$ cat config.mk
export PLATFORM = sky130hd
export DESIGN_NAME = rstHub
export DESIGN_NICKNAME = d
export VERILOG_FILES = /design/src/rtl/rstHubPkg.sv /design/src/rtl/rstHubCtrl.sv /design/src/rtl/rstHubPath.sv /design/src/rtl/rstHub.sv
export SDC_FILE = /design/constraint.sdc
export NUM_CORES = 1
export LEC_CHECK = 0
export BUFFER_PORTS_ARGS = -buffer_cell sky130_fd_sc_hd__buf_2
export CORE_MARGIN = 2
export CORE_UTILIZATION = 40
export CTS_CLUSTER_DIAMETER = 50
export CTS_CLUSTER_SIZE = 14
export DETAILED_ROUTE_END_ITERATION = 16
export PLACE_DENSITY_LB_ADDON = 0.2
export SETUP_SLACK_MARGIN = 0.2
export SLEW_MARGIN = 20
export SYNTH_ARGS = -nofsm -noshare
export SYNTH_HDL_FRONTEND = slang
export SYNTH_SLANG_ARGS = --single-unit
$ cat constraint.sdc
create_clock -name clk -period 1.6 [get_ports clk]
set_clock_uncertainty 0.15 [all_clocks]
set_input_delay 0.16 -clock clk [delete_from_list [all_inputs] [get_ports clk]]
set_output_delay 0.16 -clock clk [all_outputs]
set_load 0.02 [all_outputs]
$ cat src/rtl/rstHubPkg.sv
package rstHubPkg;
  // Register bit positions shared by cause flags and enables
  localparam int PIN_BIT = 0;
  localparam int MCD_BIT = 2;
  localparam int WDT_BIT = 3;
  localparam int CMP_BIT = 5;

  typedef struct packed {
    logic wdt;
    logic cmp;
    logic mcd;
    logic pin;
  } srcVec_t;

  typedef struct packed {
    logic capture;   // a reset begins on this edge
    logic cfgWrite;  // enables take the write data
  } hubStrobe_t;
endpackage

$ cat src/rtl/rstHubCtrl.sv
module rstHubCtrl
  import rstHubPkg::*;
#(
  parameter int STRETCH_CYCLES = 16,
  parameter int SYNC_STAGES    = 2
) (
  input  logic       clk,
  input  logic       porN,
  input  logic       extRstN,
  input  logic       regWrEn,
  input  srcVec_t    gatedReq,
  output logic       pinSync,
  output logic       pinPending,
  output logic       stretchActive,
  output hubStrobe_t strobe
);
  localparam int CNT_W = $clog2(STRETCH_CYCLES + 1);
  localparam logic [CNT_W-1:0] LOAD_VAL = CNT_W'(STRETCH_CYCLES);

  logic [SYNC_STAGES-1:0] syncChain;
  logic [CNT_W-1:0]       holdCnt;
  logic                   anyReq;

  always_ff @(posedge clk or negedge porN) begin
    if (!porN) begin
      syncChain <= '0;
    end else begin
      syncChain[0] <= ~extRstN;
      for (int i = 1; i < SYNC_STAGES; i++) begin
        syncChain[i] <= syncChain[i-1];
      end
    end
  end

  assign pinSync    = syncChain[SYNC_STAGES-1];
  assign pinPending = |syncChain;

  assign anyReq = |gatedReq;

  always_ff @(posedge clk or negedge porN) begin
    if (!porN) begin
      holdCnt <= '0;
    end else if (anyReq) begin
      holdCnt <= LOAD_VAL;
    end else if (holdCnt != '0) begin
      holdCnt <= holdCnt - CNT_W'(1);
    end
  end

  assign stretchActive   = (holdCnt != '0);
  assign strobe.capture  = anyReq && (holdCnt == '0);
  assign strobe.cfgWrite = regWrEn;
endmodule

$ cat src/rtl/rstHubPath.sv
module rstHubPath
  import rstHubPkg::*;
#(
  parameter int REG_W = 8
) (
  input  logic             clk,
  input  logic             porN,
  input  hubStrobe_t       strobe,
  input  logic             pinSync,
  input  logic             mcdTrip,
  input  logic             cmpOut,
  input  logic             cmpWakeEn,
  input  logic             wdtExpire,
  input  logic             lowPower,
  input  logic             wrMcdEn,
  input  logic             wrCmpEn,
  output srcVec_t          gatedReq,
  output logic             liveReq,
  output logic [REG_W-1:0] regRdData
);
  logic    mcdEn;
  logic    cmpEn;
  srcVec_t causeFlags;
  srcVec_t winner;

  // Masking leaves the stored enables untouched, so wake restores them
  always_comb begin
    gatedReq.pin = pinSync;
    gatedReq.mcd = mcdEn & mcdTrip & ~lowPower;
    gatedReq.cmp = cmpEn & ~cmpOut & (~lowPower | cmpWakeEn);
    gatedReq.wdt = wdtExpire & ~lowPower;
  end

  assign liveReq = gatedReq.mcd | gatedReq.cmp | gatedReq.wdt;

  always_comb begin
    winner = '0;
    if (gatedReq.pin)      winner.pin = 1'b1;
    else if (gatedReq.mcd) winner.mcd = 1'b1;
    else if (gatedReq.cmp) winner.cmp = 1'b1;
    else if (gatedReq.wdt) winner.wdt = 1'b1;
  end

  always_ff @(posedge clk or negedge porN) begin
    if (!porN) begin
      mcdEn <= 1'b0;
      cmpEn <= 1'b0;
    end else if (strobe.cfgWrite) begin
      mcdEn <= wrMcdEn;
      cmpEn <= wrCmpEn;
    end
  end

  always_ff @(posedge clk or negedge porN) begin
    if (!porN) begin
      causeFlags <= '0;
    end else if (strobe.capture) begin
      causeFlags <= winner;
    end
  end

  always_comb begin
    regRdData          = '0;
    regRdData[PIN_BIT] = causeFlags.pin;
    regRdData[MCD_BIT] = causeFlags.mcd;
    regRdData[WDT_BIT] = causeFlags.wdt;
    regRdData[CMP_BIT] = causeFlags.cmp;
  end
endmodule

$ cat src/rtl/rstHub.sv
module rstHub
  import rstHubPkg::*;
#(
  parameter int STRETCH_CYCLES = 16,
  parameter int SYNC_STAGES    = 2,
  parameter int REG_W          = 8
) (
  input  logic             clk,
  input  logic             porN,
  input  logic             extRstN,
  input  logic             mcdTrip,
  input  logic             cmpOut,
  input  logic             cmpWakeEn,
  input  logic             wdtExpire,
  input  logic             lowPower,
  input  logic             regWrEn,
  input  logic [REG_W-1:0] regWrData,
  output logic [REG_W-1:0] regRdData,
  output logic             rstReq,
  output logic             rstOut
);
  hubStrobe_t strobe;
  srcVec_t    gatedReq;
  logic       pinSync;
  logic       pinPending;
  logic       stretchActive;
  logic       liveReq;
  logic       unusedWrBits;

  assign unusedWrBits = ^regWrData;

  rstHubCtrl #(
    .STRETCH_CYCLES(STRETCH_CYCLES),
    .SYNC_STAGES   (SYNC_STAGES)
  ) uCtrl (
    .clk          (clk),
    .porN         (porN),
    .extRstN      (extRstN),
    .regWrEn      (regWrEn),
    .gatedReq     (gatedReq),
    .pinSync      (pinSync),
    .pinPending   (pinPending),
    .stretchActive(stretchActive),
    .strobe       (strobe)
  );

  rstHubPath #(
    .REG_W(REG_W)
  ) uPath (
    .clk      (clk),
    .porN     (porN),
    .strobe   (strobe),
    .pinSync  (pinSync),
    .mcdTrip  (mcdTrip),
    .cmpOut   (cmpOut),
    .cmpWakeEn(cmpWakeEn),
    .wdtExpire(wdtExpire),
    .lowPower (lowPower),
    .wrMcdEn  (regWrData[MCD_BIT]),
    .wrCmpEn  (regWrData[CMP_BIT]),
    .gatedReq (gatedReq),
    .liveReq  (liveReq),
    .regRdData(regRdData)
  );

  // External input asserts asynchronously; release waits for the counter
  assign rstReq = ~extRstN | liveReq;
  assign rstOut = rstReq | pinPending | stretchActive;
endmodule

# After elaboration in Yosys (flattened, before gate mapping)
# Index checks and enable logic that the tools add are counted.
[classes] n_addsub=1 mux=9 bitwise_logic=14 n_reduce_logical=6
[ops] cell="$mux 5" count=2
[ops] cell="$or 1x1->1" count=6
[ops] cell="$and 1x1->1" count=5
[ops] cell="$logic_not 5->1" count=1
[ops] cell="$mux 1" count=5
[ops] cell="$reduce_bool 5->1" count=1
[ops] cell="$sub 5x1->5 const B" count=1
[ops] cell="$reduce_or 4->1" count=1
[ops] cell="$mux 3" count=1
[ops] cell="$not 1->1" count=3
[ops] cell="$mux 2" count=1
[ops] cell="$reduce_bool 2->1" count=1
[ops] cell="$reduce_or 2->1" count=1
[ops] cell="$logic_and 1x1->1" count=1
[totals] ff_bits=13 input_bits=17 output_inout_bits=10 elab_cells=38

# Logic depth before layout (Yosys ltp)
# Gate-level depths: netlist of the first run.
[logic_depth] depth_word=8 depth_mapped=6 ltp_nobuf=6

# Hierarchy
# Synthesis of the first run repeated with hierarchy kept, for this count alone.
[unflattened] cells_unflattened=68 hier_area_um2=699.4
[modules_own_cells] module="rstHubCtrl" n_inst=1 cells_each=33 area_each_um2=347.8 seq_area_each_um2=175.2
[modules_own_cells] module="rstHubPath" n_inst=1 cells_each=33 area_each_um2=335.3 seq_area_each_um2=150.1
[modules_own_cells] module="rstHub" n_inst=1 cells_each=2 area_each_um2=16.3 seq_area_each_um2=0.0

# Worst setup path before layout of the first run
# Ideal clock, no wire load.
[synth_path] path_kind="reg-to-output" from="register uPath.cmpEn" to="output rstOut" arrival_ps=1315 t_required_ps=1290 slack_ps=-25 stages_incl_launch_ff=5 path_buffers=0 cell_sequence="dfrtp_1 -> nand2b_4 -> a32o_2 -> nand2_2 -> or4_4"
[synth_between] elab_chain_cells=7
[synth_lines] element="from (decl)" line="rstHubPath.sv:22" rtl="logic cmpEn;"
[synth_lines] element="from (signal assigned)" line="rstHubPath.sv:50" rtl="cmpEn <= wrCmpEn;"
[synth_lines] element="$and 1x1->1 (2 in a row)" line="rstHubPath.sv:30" rtl="gatedReq.cmp = cmpEn & ~cmpOut & (~lowPower | cmpWakeEn);"
[synth_lines] element="$or 1x1->1 (2 in a row)" line="rstHubPath.sv:34" rtl="assign liveReq = gatedReq.mcd | gatedReq.cmp | gatedReq.wdt;"
[synth_lines] element="$or 1x1->1" line="rstHub.sv:67" rtl="assign rstReq = ~extRstN | liveReq;"
[synth_lines] element="net rstReq" line="rstHub.sv:19" rtl="output logic rstReq,"
[synth_lines] element="$or 1x1->1 (2 in a row)" line="rstHub.sv:68" rtl="assign rstOut = rstReq | pinPending | stretchActive;"
[synth_lines] element="to (decl)" line="rstHub.sv:20" rtl="output logic rstOut"
# The timed path passes the listed nets, and every way through them passes these cells.

# Worst setup path after layout of the first run
[layout_path] from="register uPath.cmpEn" to="output rstOut"
[layout_between] elab_chain_cells=7
[layout_lines] element="$and 1x1->1 (2 in a row)" line="rstHubPath.sv:30"
[layout_lines] element="$or 1x1->1 (2 in a row)" line="rstHubPath.sv:34"
[layout_lines] element="$or 1x1->1" line="rstHub.sv:67"
[layout_lines] element="$or 1x1->1 (2 in a row)" line="rstHub.sv:68"
# Every way passes these cells.

==> metrics.csv, run 1 <==
stage,metric,value,unit
logic_synthesis,post-synthesis instance area,693,µm²
cts,worst skew pair latency,290,ps
timing,Final Max Slew Viols,0,
logic_synthesis,Mean Syn Cell Area,10.7,µm²
setup_path,crit path kind,reg2out,
cts,total clock sinks,13,
setup_path,CP required,1290,ps
timing,final period utilization,1.21,
timing,final setup fails,5,
logic_synthesis,register bit total from synthesis,13,
timing,Hold Fails Final Rpt,0,
floorplan,Die Ht,45.6,µm
finish,"Design Area, Final",1100,µm²
run_status,status,finished with violations,
finish,n_diodes,0,
placement,"worst slack, placed",-104,ps
logic_synthesis,ys flop type,dfrtp_1,
finish,Area growth syn-to-layout,58.7,%
cts,htree depth,1,
global_route,"Remaining Overflow, GRT",0,
logic_synthesis,Yosys cell types,29,
placement,DP Area,871,µm²
cts,CTS Buffer Depth,2,
logic_synthesis,Mapped Cells,65,
global_route,largest net degree at the start of global routing,14,
placement,PortBufs,16,
run,# Max-Cap Violations,0,
cts,CTS buffer count,3,
timing,RSZ-0062 raised after global routing,true,
power,power per cell area,1180,nW/µm²
floorplan,die area,2080,µm²
drt,final WL,1750,µm
cts,Worst-path clk slew,90,ps
drt,1st-pass router iterations,3,
global_route,total global-route track usage,0.192,
logic_synthesis,sequential area share after synthesis,0.469,
finish,Final nets,127,
drt,WL/cell,14.0,µm
setup_path,CP max FO,3,
cts,Clock Root Buffer,clkbuf_4,
drt,DRC,0,
run_status,violated checks,setup timing,
global_route,vias in the first global route,604,
logic_synthesis,"EDFF count, synth",0,
drt,DR vias,612,
power,Pleak,0.539,nW
placement,GP Congestion,0.803,
floorplan,I/O pin cnt,27,
drt,DR iter-0 viols,8,
global_route,first-pass GRT wire length,2690,µm
logic_synthesis,Yosys warnings,0,
drt,DR vias/cell,4.90,
timing,post-layout min period,1940,ps
logic_synthesis,ys async rst share,1.00,
floorplan,Site Rows,15,
timing,fmax,515,MHz
global_route,initial antenna violation count,0,
power,Peak VDD IR,0.000724,V
setup_path,crit start category,flip-flop,
placement,post-DP HPWL,1030,µm
cts,CTS tree,done,
floorplan,Initial Util,0.415,
setup_path,CP arrival,1630,ps
finish,share of cells above drive strength 1,0.565,
floorplan,Core ar.,1670,µm²
setup_path,crit end category,output pin,
floorplan,die width,45.6,µm
drt,final antenna-violating net count,0,
hold_path,Hold/Removal Path Class,in2reg,
timing,Setup WS post-layout,-340,ps
-- path summary, 6_finish.rpt --
kind	startpoint	to	slack [ps]	depth (start not counted)
min reg2reg	uCtrl.syncChain[0]	uCtrl.syncChain[1]	240	0
max	uPath.cmpEn	rstOut	-340	5
min in group asynchronous	porN	uPath.mcdEn	140	2
max in group asynchronous	porN	uPath.cmpEn	910	2
max reg2reg	uCtrl.holdCnt[1]	uCtrl.holdCnt[3]	-100	9
min	lowPower	uPath.regRdData[3]	120	3
-- sequential cells by signal, indices dropped and copies added (netlist names) --
| name | cells |
|---|---|
| uPath.mcdEn | 1 |
| uCtrl.holdCnt | 5 |
| uPath.regRdData | 4 |
| uPath.cmpEn | 1 |
| uCtrl.syncChain | 2 |
-- power by group --
part | switching (mW) | internal, mW
Clock | 0.117 | 0.0970
Sequential | 0.0624 | 0.410
Combinational | 0.296 | 0.320
-- critical path: stages (launching register included) --
cell and delay, ps:
dfrtp_2 460, nand2b_4 80, a32o_2 190, nand2_2 60, or4_4 420, buf_6 150
-- logic make-up after synthesis --
group / synth area share
multiplexers: 0.0325
AND/OR/NAND/NOR: 0.244
AO/OA/AOI/OAI: 0.148
other: 0.00541
XOR/XNOR: 0.0126
flip-flops: 0.469
buffers and inverters: 0.0704
adder cells (fa/ha/maj): 0.0180
-- cell type report --
| type | instances | area [µm²] |
|---|---|---|
| Sequential cell | 13 | 327 |
| Clock buffer | 4 | 26.3 |
| Timing Repair Buffer | 40 | 300 |
| Tap cell | 17 | 21.3 |
| Fill cell | 137 | 571 |
| Multi-Input combinational cell | 46 | 407 |
| Inverter | 5 | 18.8 |
-- synth_stat cells (2+ instances only) --
master / count / area share
buf_4: 4 / 0.043
nand3b_2: 2 / 0.032
a21oi_1: 3 / 0.022
inv_1: 5 / 0.027
nor2_1: 6 / 0.032
nor3_1: 2 / 0.014
nand2_1: 5 / 0.027
a22o_1: 2 / 0.025
dfrtp_1: 13 / 0.47
mux2_2: 2 / 0.032
o21ai_0: 2 / 0.014
nand2_2: 2 / 0.018
-- what timing repair did --
item | 4_1_cts | 5_1_grt
gates resized for setup | 10 | 11
setup buffers | 5 | 3
endpoints found under the hold margin | 16 | 0
endpoints found under the setup margin | 9 | 11
pin swaps | 3 | 7
hold buffers | 5 | 0
-- through the flow --
step / power, mW / TNS (ps) / hold slack, ps / std cells / util
floorplan: 0.765 / -25.0 / -286 / 68 / -
global placement: 0.917 / -91.7 / -83.4 / 108 / 0.521
detailed placement: 0.930 / -104 / -81.7 / 108 / 0.521
CTS: 1.24 / -654 / 123 / 122 / 0.614
global route: 1.38 / -1140 / 142 / 125 / 0.658
finish: 1.30 / -637 / 124 / 125 / 0.658
-- routing by layer --
metal / global-route usage / vias up / wire length, µm
met3: 0.0476 / 4 / 51
met5: 0 / - / 0
li1: - / 306 / -
met2: 0.299 / 13 / 891
met4: 0.106 / 0 / 44
met1: 0.241 / 289 / 763
-- layout by cell type (no fill, tap or decap), drive strengths merged --
master	netlist	routed
nor3b	1	1
nor4	1	1
clkbuf	0	4
xnor2	1	1
a32oi	1	1
o21ai	2	2
a32o	1	1
ha	1	1
dlygate4sd3	0	5
mux2	2	2
a22o	3	3
buf	4	35
nand2b	2	2
nor3	2	2
a21oi	3	3
nor2b	1	1
dfrtp	13	13
nor4b	1	1
a22oi	1	1
conb	1	4
a21o	1	1
nand3b	3	3
or4	1	1
a211oi	1	1
nor2	6	6
inv	5	5
nand2	7	7
(Power assumes the default switching activity.)
==> inputs of run 2 (changes only) <==
BUFFER_PORTS_ARGS = unset   (was -buffer_cell sky130_fd_sc_hd__buf_2)
DONT_BUFFER_PORTS = 1   (was unset)
clock period = 1.91 ns   (was 1.6 ns; I/O delays follow)
==> metrics.csv, run 2 (synthesized netlist as in run 1, its figures left out) <==
stage,metric,value,unit,change
timing,RSZ-0062 raised after global routing,true,,
run_status,status,finished with violations,,
finish,Area growth syn-to-layout,23.6,%,
floorplan,Site Rows,15,,unchanged
finish,"Design Area, Final",857,µm²,-22%
power,Pwr Total,0.879,mW,-33%
placement,DP Area,703,µm²,-19%
cts,Clock Root Buffer,clkbuf_4,,
drt,1st-pass router iterations,4,,+1
setup_path,CP max FO,3,,unchanged
cts,CTS buffer count,3,,unchanged
power,Pleak,0.395,nW,-27%
global_route,first-pass GRT wire length,2080,µm,-23%
finish,n_diodes,0,,unchanged
placement,"worst slack, placed",189,ps,+294 ps
cts,total clock sinks,13,,unchanged
setup_path,crit path kind,reg2out,,
global_route,vias in the first global route,497,,-18%
power,power per cell area,1030,nW/µm²,-13%
finish,Final nets,99,,-22%
finish,Reg with most FFs,uCtrl.holdCnt,,
finish,max FFs per register,5,,unchanged
hold_path,Hold/Removal Path Class,in2reg,,
placement,post-DP HPWL,906,µm,-12%
placement,GP Congestion,0.728,,-9.3%
run,# Max-Cap Violations,0,,unchanged
run_status,violated checks,setup timing,,
global_route,initial antenna violation count,0,,unchanged
drt,DR iter-0 viols,5,,-3
timing,Hold Fails Final Rpt,0,,unchanged
timing,final period utilization,1.04,,
setup_path,CP arrival,1640,ps,about the same
floorplan,Initial Util,0.415,,unchanged
finish,share of cells above drive strength 1,0.275,,-0.290
timing,Final Max Slew Viols,0,,unchanged
floorplan,Die Ht,45.6,µm,unchanged
power,Peak VDD IR,0.000531,V,-27%
timing,post-layout min period,1990,ps,
global_route,total global-route track usage,0.143,,-0.0486
timing,final setup fails,1,,-4
timing,Slew @ Worst Pin,575,ps,
global_route,largest net degree at the start of global routing,14,,unchanged
finish,most frequent cells in the layout,"dfrtp_1 (12), dlygate4sd3_1 (7), nor2_1 (6)",,
floorplan,die area,2080,µm²,unchanged
cts,htree depth,1,,unchanged
cts,worst skew pair latency,270,ps,-20 ps
setup_path,crit start category,flip-flop,,
floorplan,I/O pin cnt,27,,unchanged
finish,FILL cells,157,,+15%
drt,DRC,0,,unchanged
global_route,"Remaining Overflow, GRT",0,,unchanged
cts,CTS tree,done,,
drt,DR vias/cell,5.30,,+8.2%
setup_path,crit end category,output pin,,
floorplan,die width,45.6,µm,unchanged
setup_path,CP required,1570,ps,+280 ps
drt,final WL,1330,µm,-24%
timing,fmax,504,MHz,
floorplan,Core ar.,1670,µm²,unchanged
placement,PortBufs,0,,-16
timing,setup_tns,-75.3,ps,+562 ps
cts,Worst-path clk slew,80,ps,about the same
drt,DR vias,514,,-16%
cts,CTS Buffer Depth,2,,unchanged
timing,Slew HR,0.615,,
finish,"commonest non-fill, non-tap cell in the layout",dfrtp_1,,
timing,Setup WS post-layout,-75.3,ps,+265 ps
drt,final antenna-violating net count,0,,unchanged
drt,WL/cell,13.8,µm,-1.8%
-- run 2: final cells by class --
class | count | area [µm²] | share of cell area
timing repair buffer | 12 | 108 | 0.126
inverter | 5 | 18.8 | 0.0219
sequential | 13 | 327 | 0.381
multi-input combinational | 46 | 357 | 0.416
clock buffer | 4 | 26.3 | 0.0307
tap | 17 | 21.3 | 0.0248
-- run 2: final timing paths --
kind                                         start            endpoint  slack [ps]  cells past startpoint
worst max-delay path                   uPath.cmpEn              rstOut         -80                      4
worst min-delay path                      lowPower  uPath.regRdData[5]          40                      2
worst max register to register         uPath.cmpEn  uPath.regRdData[3]         100                      7
worst min register to register  uCtrl.syncChain[0]  uCtrl.syncChain[1]         230                      0
max in group asynchronous                     porN         uPath.cmpEn        1010                      1
min in group asynchronous                     porN  uPath.regRdData[3]         200                      1
-- run 2: stage by stage --
step           hold WS (ps)  std cells   util
3_3_place_gp           -254         82  0.421
2_1_floorplan          -255         68      -
3_5_place_dp           -254         82  0.421
4_1_cts                23.2         95  0.497
5_1_grt                51.2         97  0.513
6_report               42.6         97  0.513
-- run 2: layer usage --
layer / GRT usage / vias up / routed length (µm)
met5: 0 / - / 0
met2: 0.223 / 14 / 653
li1: - / 251 / -
met3: 0.0397 / 4 / 41
met1: 0.173 / 245 / 612
met4: 0.0882 / 0 / 27
-- run 2: repair_timing --
action	CTS	global route
gates resized for setup	3	2
buffers inserted	2	2
pin swaps	3	3
endpoints found under the setup margin	1	5
hold buffers	7	0
endpoints found under the hold margin	17	0
-- run 2: critical path, stage by stage, from the launching register on --
cell and delay (ps):
dfrtp_2 450, nand2b_4 80, a32o_2 210, nand2_4 90, or4_4 540
-- run 2: power breakdown --
| group | switching (mW) | internal (mW) | total (mW) |
|---|---|---|---|
| Sequential | 0.113 | 0.343 | 0.457 |
| Clock | 0.0893 | 0.0810 | 0.170 |
| Combinational | 0.114 | 0.138 | 0.252 |
